==> src/rtl/brk_abort_pkg.sv <==
package brk_abort_pkg;

  typedef enum logic [1:0] {
    MODE_ASYNC  = 2'b00,
    MODE_SDLC   = 2'b01,
    MODE_SYNC_A = 2'b10,
    MODE_SYNC_B = 2'b11
  } lineMode_e;

  // control -> datapath strobes
  typedef struct packed {
    logic clrRun;
    logic countEn;
  } dpCtrl_t;

  // datapath -> control events
  typedef struct packed {
    logic oneSeen;
    logic zeroSeen;
    logic runHit;
    logic nullChar;
  } dpEvt_t;

endpackage

==> src/rtl/brk_abort_data.sv <==
module brk_abort_data
  import brk_abort_pkg::*;
#(
  parameter int DATA_W  = 8,
  parameter int RUN_LEN = 7
) (
  input  logic              clk,
  input  logic              rstN,
  input  dpCtrl_t           ctl,
  input  logic              rxBit,
  input  logic              rxBitValid,
  input  logic              charDone,
  input  logic [DATA_W-1:0] charData,
  input  logic              charFrameErr,
  output dpEvt_t            evt
);

  localparam int CNT_W = $clog2(RUN_LEN + 1);
  localparam logic [CNT_W-1:0] RUN_MAX = CNT_W'(RUN_LEN);
  localparam logic [CNT_W-1:0] RUN_PRE = CNT_W'(RUN_LEN - 1);

  logic [CNT_W-1:0] runCnt;
  logic [CNT_W-1:0] runNext;

  always_comb begin
    runNext = runCnt;
    if (ctl.clrRun) begin
      runNext = '0;
    end else if (ctl.countEn) begin
      if (!rxBit)                runNext = '0;
      else if (runCnt != RUN_MAX) runNext = runCnt + 1'b1;
    end
  end

  always_ff @(posedge clk) begin
    if (!rstN) runCnt <= '0;
    else       runCnt <= runNext;
  end

  always_comb begin
    evt.oneSeen  = rxBitValid && rxBit;
    evt.zeroSeen = rxBitValid && !rxBit;
    evt.runHit   = ctl.countEn && rxBit && (runCnt >= RUN_PRE);
    evt.nullChar = charDone && charFrameErr && (charData == '0);
  end

  AST_RUN_RESTART: assert property (@(posedge clk) disable iff (!rstN)
    (ctl.countEn && !ctl.clrRun && !rxBit) |=> (runCnt == '0));

  AST_RUN_BOUND: assert property (@(posedge clk) disable iff (!rstN)
    (ctl.countEn && !ctl.clrRun && rxBit && runCnt == RUN_MAX) |=> (runCnt == RUN_MAX));

endmodule

==> src/rtl/brk_abort_ctrl.sv <==
module brk_abort_ctrl
  import brk_abort_pkg::*;
(
  input  logic       clk,
  input  logic       rstN,
  input  logic [1:0] modeSel,
  input  logic       rxBitValid,
  input  dpEvt_t     evt,
  output dpCtrl_t    ctl,
  output logic       brkStatus,
  output logic       statusEdge,
  output logic       huntReq,
  output logic       nullTag
);

  lineMode_e mode;
  logic      statusQ;
  logic      statusNext;
  logic      abortStart;
  logic      breakEnd;

  assign mode = lineMode_e'(modeSel);

  always_comb begin
    ctl.clrRun  = (mode != MODE_SDLC);
    ctl.countEn = (mode == MODE_SDLC) && rxBitValid;
  end

  always_comb begin
    statusNext = 1'b0;
    abortStart = 1'b0;
    breakEnd   = 1'b0;
    unique case (mode)
      MODE_ASYNC: begin
        if (statusQ) begin
          breakEnd   = evt.oneSeen;
          statusNext = !evt.oneSeen;
        end else begin
          statusNext = evt.nullChar;
        end
      end
      MODE_SDLC: begin
        if (statusQ) begin
          statusNext = !evt.zeroSeen;
        end else begin
          abortStart = evt.runHit;
          statusNext = evt.runHit;
        end
      end
      default: statusNext = 1'b0;
    endcase
  end

  always_ff @(posedge clk) begin
    if (!rstN) begin
      statusQ    <= 1'b0;
      statusEdge <= 1'b0;
      huntReq    <= 1'b0;
      nullTag    <= 1'b0;
    end else begin
      statusQ    <= statusNext;
      statusEdge <= statusNext ^ statusQ;
      huntReq    <= abortStart;
      nullTag    <= breakEnd;
    end
  end

  assign brkStatus = statusQ;

  AST_SYNC_ZERO: assert property (@(posedge clk) disable iff (!rstN)
    modeSel[1] |=> !brkStatus);

  AST_EDGE_SEEN: assert property (@(posedge clk) disable iff (!rstN)
    ($rose(brkStatus) || $fell(brkStatus)) |-> statusEdge);

  AST_HUNT_ON_RISE: assert property (@(posedge clk) disable iff (!rstN)
    huntReq |-> $rose(brkStatus));

  AST_NULL_ON_FALL: assert property (@(posedge clk) disable iff (!rstN)
    nullTag |-> $fell(brkStatus));

  AST_ASYNC_CLEAR: assert property (@(posedge clk) disable iff (!rstN)
    (modeSel == 2'b00 && brkStatus && rxBitValid && evt.oneSeen) |=> !brkStatus);

endmodule

==> src/rtl/brk_abort_detect.sv <==
module brk_abort_detect
  import brk_abort_pkg::*;
#(
  parameter int DATA_W  = 8,
  parameter int RUN_LEN = 7
) (
  input  logic              clk,
  input  logic              rstN,
  input  logic [1:0]        modeSel,
  input  logic              rxBit,
  input  logic              rxBitValid,
  input  logic              charDone,
  input  logic [DATA_W-1:0] charData,
  input  logic              charFrameErr,
  output logic              brkStatus,
  output logic              statusEdge,
  output logic              huntReq,
  output logic              nullTag
);

  dpCtrl_t ctl;
  dpEvt_t  evt;

  brk_abort_data #(.DATA_W(DATA_W), .RUN_LEN(RUN_LEN)) uData (
    .clk(clk), .rstN(rstN), .ctl(ctl), .rxBit(rxBit), .rxBitValid(rxBitValid),
    .charDone(charDone), .charData(charData), .charFrameErr(charFrameErr), .evt(evt)
  );

  brk_abort_ctrl uCtrl (
    .clk(clk), .rstN(rstN), .modeSel(modeSel), .rxBitValid(rxBitValid), .evt(evt),
    .ctl(ctl), .brkStatus(brkStatus), .statusEdge(statusEdge), .huntReq(huntReq),
    .nullTag(nullTag)
  );

endmodule

==> config.mk <==
export PLATFORM = sky130hd
export DESIGN_NAME = brk_abort_detect
export DESIGN_NICKNAME = d
export VERILOG_FILES = /design/src/rtl/brk_abort_pkg.sv /design/src/rtl/brk_abort_data.sv /design/src/rtl/brk_abort_ctrl.sv /design/src/rtl/brk_abort_detect.sv
export SDC_FILE = /design/constraint.sdc
export NUM_CORES = 1
export LEC_CHECK = 0
export ABC_CLOCK_PERIOD_IN_PS = 1600
export BUFFER_PORTS_ARGS = -buffer_cell sky130_fd_sc_hd__buf_2
export CAP_MARGIN = 20
export CORE_AREA = 8 8 45 47
export CTS_BUF_LIST = sky130_fd_sc_hd__clkbuf_8
export CTS_CLUSTER_SIZE = 12
export DETAILED_ROUTE_END_ITERATION = 8
export DIE_AREA = 0 0 53 55
export GPL_ROUTABILITY_DRIVEN = 0
export GPL_TIMING_DRIVEN = 0
export PLACE_DENSITY = 0.57
export SLEW_MARGIN = 20
export SYNTH_ARGS = -nofsm -noshare
export SYNTH_HDL_FRONTEND = slang
export SYNTH_SLANG_ARGS = --single-unit
==> constraint.sdc <==
create_clock -name clk -period 1.6 [get_ports clk]
set_input_delay 0.32 -clock clk [delete_from_list [all_inputs] [get_ports clk]]
set_output_delay 0.32 -clock clk [all_outputs]
set_load 0.02 [all_outputs]
==> flow_summary.ini, run 1 <==
[run_status]
status = finished, final reports clean

[yosys]
synth_area_um2 = 378
synthCells = 40
ys_warn_count = 0
syn_nets = 58
synth.yosys.seq_area_share_pct = 37.1
synth.distinct_cells = 23
avgSynthCellArea_um2 = 9.45
ys_ff_latch = 7
ys_dominant_reg_cell = dfxtp_1
synth_edf_count = 0
synth_async_sr_flop_share_pct = 0

[global_route]
grt-ovfl-total = 0
first_global_vias = 440
grt_antenna_before_repair = 0
grt_usage_pct = 7.49
grt_max_degree = 10
grt_pass1_wl_um = 1620

[clocking]
cts_resized = 0
root_buffer = clkbuf_8
cts_num_sinks = 7
clk_latency_ps = 220
numCtsBuffers = 3
cts_setup_buffers = 0
h-tree-depth = 1
ctsHoldBuffers = 0
cts_buffer_depth = 2
cts_tree = built
clkSlewWorstSetupHoldPaths_ps = 40

[layout]
layout_commonest_cell = buf_2
fillers = 151
final_cell_mix = buf_2 (18), dfxtp_1 (7), a21oi_1 (4)
multiInputGateArea_um2 = 226
area_growth_pct = 41.1
n_antenna_cell = 0
drive_gt1_share_pct = 40.3
finalNetCount = 81
seqCellArea_um2 = 140
postLayoutCoreUtil_pct = 38.5

[worst_setup_path]
path_class = flip-flop to flip-flop
r2r_setup_slack_ps = 340
reg2reg_depth = 5
reg2reg_to = uData.runCnt[2]$_SDFFE_PP0P_
crit_fanout = 3
cp-startpoint = uData.runCnt[0]$_SDFFE_PP0P_
critPathArrivalTime_ps = 1410
cp-start-kind = flip-flop
cp-endpoint = uData.runCnt[2]$_SDFFE_PP0P_
required_ps = 1750
r2r_start = uData.runCnt[0]$_SDFFE_PP0P_
endpoint_kind = flip-flop

[floorplanning]
fp.dieArea_mm2 = 0.00292
ios = 20
die_y_um = 55
rows = 14
start_util_pct = 27.3
die_width_um = 53
core_area_mm2 = 0.00138

[routing]
ant_nets = 0
dr.pass1.iters = 2
route.detailed.drc = 0
viasPerCell = 5.05
wl_per_cell_um = 11.8
num_vias = 394
drt_iter0_markers = 1
wl_um = 923

[power_and_ir_drop]
ir_drop_mv = 0.769
total_power_uw = 453
p_leak_uw = 0.000243
p_per_area_mw_per_mm2 = 850

[sta]
max_slew_margin_pct = 84.4
tns_ps = 0
period_needed_ps = 1260
fmax_mhz = 794
skew_ps = 1.42
rsz0062_at_grt = no
hold_viol_final = 0
setup_viol = 0
final.period_utilization_pct = 78.7
worst_pin_slew_ps = 232
finalMaxSlewViolations = 0

[run]
cap_violations = 0

[placed_design]
io_buffers = 18
hpwlAfterDp_um = 772

[hold_path]
hp-class = primary input to flip-flop
==> synthesized netlist by cell type (2+ instances only) <==
library cell,count,share of area (%)
o21ai_0,3,4.0
nand4_1,3,5.0
ha_1,2,6.6
dfxtp_1,7,37
nor4_1,2,3.3
nand4b_1,2,4.6
nor2_1,2,2.0
a21oi_1,4,5.3
==> cell families (layout without fill, tap and decap cells) <==
kind of cell / after synthesis / in the layout / synth area share, %
flops: 7 / 7 / 37.1
simple gates: 17 / 17 / 30.1
compound gates: 12 / 12 / 20.9
xor+xnor: 1 / 1 / 2.32
fa+ha+maj: 2 / 2 / 6.62
buf+inv: 1 / 23 / 2.98
==> registers in the layout, summed over array words and instances, names as in the netlist <==
| name | cells |
|---|---|
| uCtrl.huntReq | 1 |
| uCtrl.statusEdge | 1 |
| uCtrl.nullTag | 1 |
| uData.runCnt | 3 |
| uCtrl.brkStatus | 1 |
==> critical path, cell delays in order, from the launching register on <==
cell,delay (ps)
dfxtp_1,310
ha_1,190
ha_1,190
a21boi_1,210
nand4_1,130
a21oi_1,150
==> per-layer routing <==
metal	GRT usage [%]	part of all wire, %
met1	6.54	43
met4	1.29	0
met3	4.28	3.7
met5	0	0
met2	14.6	54
==> worst min path at each step <==
stage / startpoint / endpoint / slack (ps) / depth (start not counted)
detailed placement: uData.runCnt[0]$_SDFFE_PP0P_ / uData.runCnt[0]$_SDFFE_PP0P_ / 500 / 2
global route: rstN / uCtrl.statusEdge$_SDFF_PN0_ / 370 / 2
global placement: uData.runCnt[0]$_SDFFE_PP0P_ / uData.runCnt[0]$_SDFFE_PP0P_ / 490 / 2
finish: rstN / uCtrl.statusEdge$_SDFF_PN0_ / 370 / 2
floorplan: rstN / uCtrl.brkStatus$_SDFF_PN0_ / 450 / 1
CTS: rstN / uCtrl.statusEdge$_SDFF_PN0_ / 360 / 2
==> layout make-up <==
class	instances	share of cell area, %
clock inverters	1	0.704
clock buffers	3	7.75
flip-flops and latches	7	26.3
repair buffers	18	16.9
well taps	16	3.76
plain buffers	1	2.11
multi-input cells	32	42.5
==> power by group <==
part	internal [uW]	total, uW	switching (uW)
Sequential	176	176	0.124
Combinational	23.0	42.7	19.6
Clock	165	235	69.5
==> stage by stage <==
step | instance area [um^2] | worst slack (ps) | cells | hold WS, ps
floorplan | 378 | 425 | 40 | 448
global placement | 488 | 351 | 74 | 489
detailed placement | 488 | 334 | 74 | 495
CTS | 533 | 316 | 78 | 364
global route | 533 | 173 | 78 | 370
finish | 533 | 340 | 78 | 370
No activity file was read; power rests on OpenSTA's default activity.
==> run 2, diff against run 1 <==
Settings changed: ABC_AREA set to 1, ABC_CLOCK_PERIOD_IN_PS 1600 to 1300.
Clock period 1.6 ns to 1.3 ns, I/O delays scaled along.
==> flow_summary.ini, run 2 <==
[yosys]
synth_compound_area_share_pct = 15.0
ys_top_cells_by_count = inv_1 (9), nand2_1 (9), nor2_1 (9)
synth_top_family_by_area = simple AND/OR/NAND/NOR gates
yosys.area.top_type = dfxtp_1
ys_ff_latch = 7
ys_dominant_reg_cell = dfxtp_1
synthTopCellsByArea = dfxtp_1 (37%), inv_1 (9.0%), nand2_1 (9.0%)
synthAdderAreaFrac_pct = 6.64
synth.distinct_cells = 14
synth_edf_count = 0
synthXorXnorAreaFrac_pct = 0
synth.yosys.seq_area_share_pct = 37.2
synth-simple-area-share_pct = 32.2
syn_nets = 73
avgSynthCellArea_um2 = 6.85
synth_async_sr_flop_share_pct = 0
synthCells = 55
synth_top_area_share_pct = 37.2
ys_warn_count = 0
synth_mux_area_share_pct = 0
synth_area_um2 = 377

[placed_design]
hpwlAfterDp_um = 746
io_buffers = 19
dp_cells = 90

[sta]
finalMaxSlewViolations = 0
setup_viol = 0
skew_ps = 4.01
worst_pin_slew_ps = 211
period_needed_ps = 1210
tns_ps = 0
rsz0062_at_grt = no
hold_viol_final = 0
fmax_mhz = 828
max_slew_margin_pct = 85.8
final.period_utilization_pct = 92.9

[hold_path]
min_from = modeSel[0]
hold_depth = 2
min_to = uCtrl.nullTag$_SDFF_PN0_
hp-class = primary input to flip-flop

[clocking]
cts_resized = 0
ctsHoldBuffers = 0
clkSlewWorstSetupHoldPaths_ps = 40
clk_latency_ps = 230
root_buffer = clkbuf_8
h-tree-depth = 1
cts_num_sinks = 7
numCtsBuffers = 3
cts_setup_buffers = 0
cts_tree = built
cts_buffer_depth = 2

[worst_setup_path]
cp-start-kind = flip-flop
reg2reg_depth = 6
endpoint_kind = flip-flop
slowest_stage = dfxtp_2
critPathArrivalTime_ps = 1330
path_class = flip-flop to flip-flop
crit_fanout = 4
required_ps = 1420
r2r_setup_slack_ps = 90
path_cells = ha_1 -> ha_2 -> a21oi_2 -> inv_2 -> a21oi_2 -> nor2_1
r2r_start = uData.runCnt[0]$_SDFFE_PP0P_
slowest_delay_ps = 320
reg2reg_to = uData.runCnt[0]$_SDFFE_PP0P_
cp_common_cell = a21oi_2

[global_route]
first_global_vias = 387
grt_pass1_wl_um = 1410
use_met3_pct = 3.74
grt-busiest-layer = met2
grtUsageMet2_pct = 10.4
use_met1_pct = 5.79
grt_usage_pct = 6.73
grt-ovfl-total = 0
grt_antenna_before_repair = 0
grt_max_degree = 8

[routing]
num_vias = 425
viasPerCell = 4.52
wl_per_cell_um = 9.62
wl_um = 904
dr.pass1.iters = 1
drt_iter0_markers = 0
ant_nets = 0
route.detailed.drc = 0

[floorplanning]
core_area_mm2 = 0.00138
ios = 20
fp.dieArea_mm2 = 0.00292
start_util_pct = 27.2
die_width_um = 53
rows = 14
die_y_um = 55

[layout]
drive_gt1_share_pct = 38.5
multiInputGateArea_um2 = 209
top_register = uData.runCnt
layoutNonFillerInstCount = 94
finalNetCount = 97
area_growth_pct = 44.9
final_cell_mix = buf_2 (19), inv_1 (9), nand2_1 (9), nor2_1 (9)
largest_register_ffs = 3
n_antenna_cell = 0
layout_commonest_cell = buf_2
seqCellArea_um2 = 143
fillers = 162

[power_and_ir_drop]
p_leak_uw = 0.000268
p_per_area_mw_per_mm2 = 1040
ir_drop_mv = 0.412

[run_status]
status = finished, final reports clean

[run]
cap_violations = 0
## run 2: cell count changes in the layout (fill, tap and decap cells not counted), moves of 2 or more
| cell | before | now |
|---|---|---|
| a21oi_2 | 0 | 2 |
| dfxtp_1 | 7 | 5 |
| dfxtp_2 | 0 | 2 |
| inv_1 | 1 | 9 |
| nand2_1 | 1 | 9 |
| nand3_1 | 1 | 5 |
| nand4_1 | 3 | 0 |
| nand4b_1 | 2 | 0 |
| nor2_1 | 2 | 9 |
| o21ai_0 | 3 | 1 |
## run 2: critical path, delay by kind of cell (launching register included)
| family | cells | cell delay (ps) |
|---|---|---|
| AOI/OAI and AO/OA | 2 | 300 |
| buffers and inverters | 1 | 70 |
| adders and majority gates | 2 | 360 |
| DFF | 1 | 320 |
| and+or+nand+nor | 1 | 40 |
## run 2: logic make-up after synthesis
group           count (synthesis)
simple gates                   27
compound gates                 10
buf+inv                         9
flops                           7
fa+ha+maj                       2
## run 2: how the worst max path moves through the flow
stage                                            start                            to  slack [ps]  cells past startpoint
after global routing      uData.runCnt[0]$_SDFFE_PP0P_  uData.runCnt[0]$_SDFFE_PP0P_           3                      6
after floorplan           uData.runCnt[0]$_SDFFE_PP0P_  uData.runCnt[0]$_SDFFE_PP0P_         140                      6
after CTS                 uData.runCnt[0]$_SDFFE_PP0P_  uData.runCnt[0]$_SDFFE_PP0P_          50                      6
after detailed placement  uData.runCnt[1]$_SDFFE_PP0P_  uData.runCnt[0]$_SDFFE_PP0P_          50                      6
after global placement    uData.runCnt[1]$_SDFFE_PP0P_  uData.runCnt[0]$_SDFFE_PP0P_          60                      6
final                     uData.runCnt[0]$_SDFFE_PP0P_  uData.runCnt[0]$_SDFFE_PP0P_          90                      6
## run 2: stage by stage
stage                     total power, uW  area (um^2)  hold WS, ps  setup WS (ps)  utilization [%]
final                                 569          546          223           92.6             39.4
after global routing                  606          546          238           2.74             39.4
after CTS                             582          537          220           48.9             38.8
after detailed placement              268          492          466           51.7             35.5
after global placement                267          492          460           61.9             35.5
after floorplan                       237          377          338            136                -
## run 2: final cells by class
cell class / count / share of cell area (%)
Inverter: 9 / 6.19
Clock inverter: 1 / 0.688
Multi-Input combinational cell: 39 / 38.3
Clock buffer: 3 / 7.57
Tap cell: 16 / 3.67
Timing Repair Buffer: 19 / 17.4
Sequential cell: 7 / 26.1
## run 2: power breakdown
group          leakage [uW]  internal, uW  switching (uW)
clock network     0.0000269           205            99.4
registers         0.0000574           216           0.257
logic              0.000184          23.2            25.3
total              0.000268           444             125
## run 2: layer usage
layer,up-vias,share of wire (%)
met5,-,0
met4,0,2.1
met3,2,16
met2,17,44
met1,179,38
li1,227,-
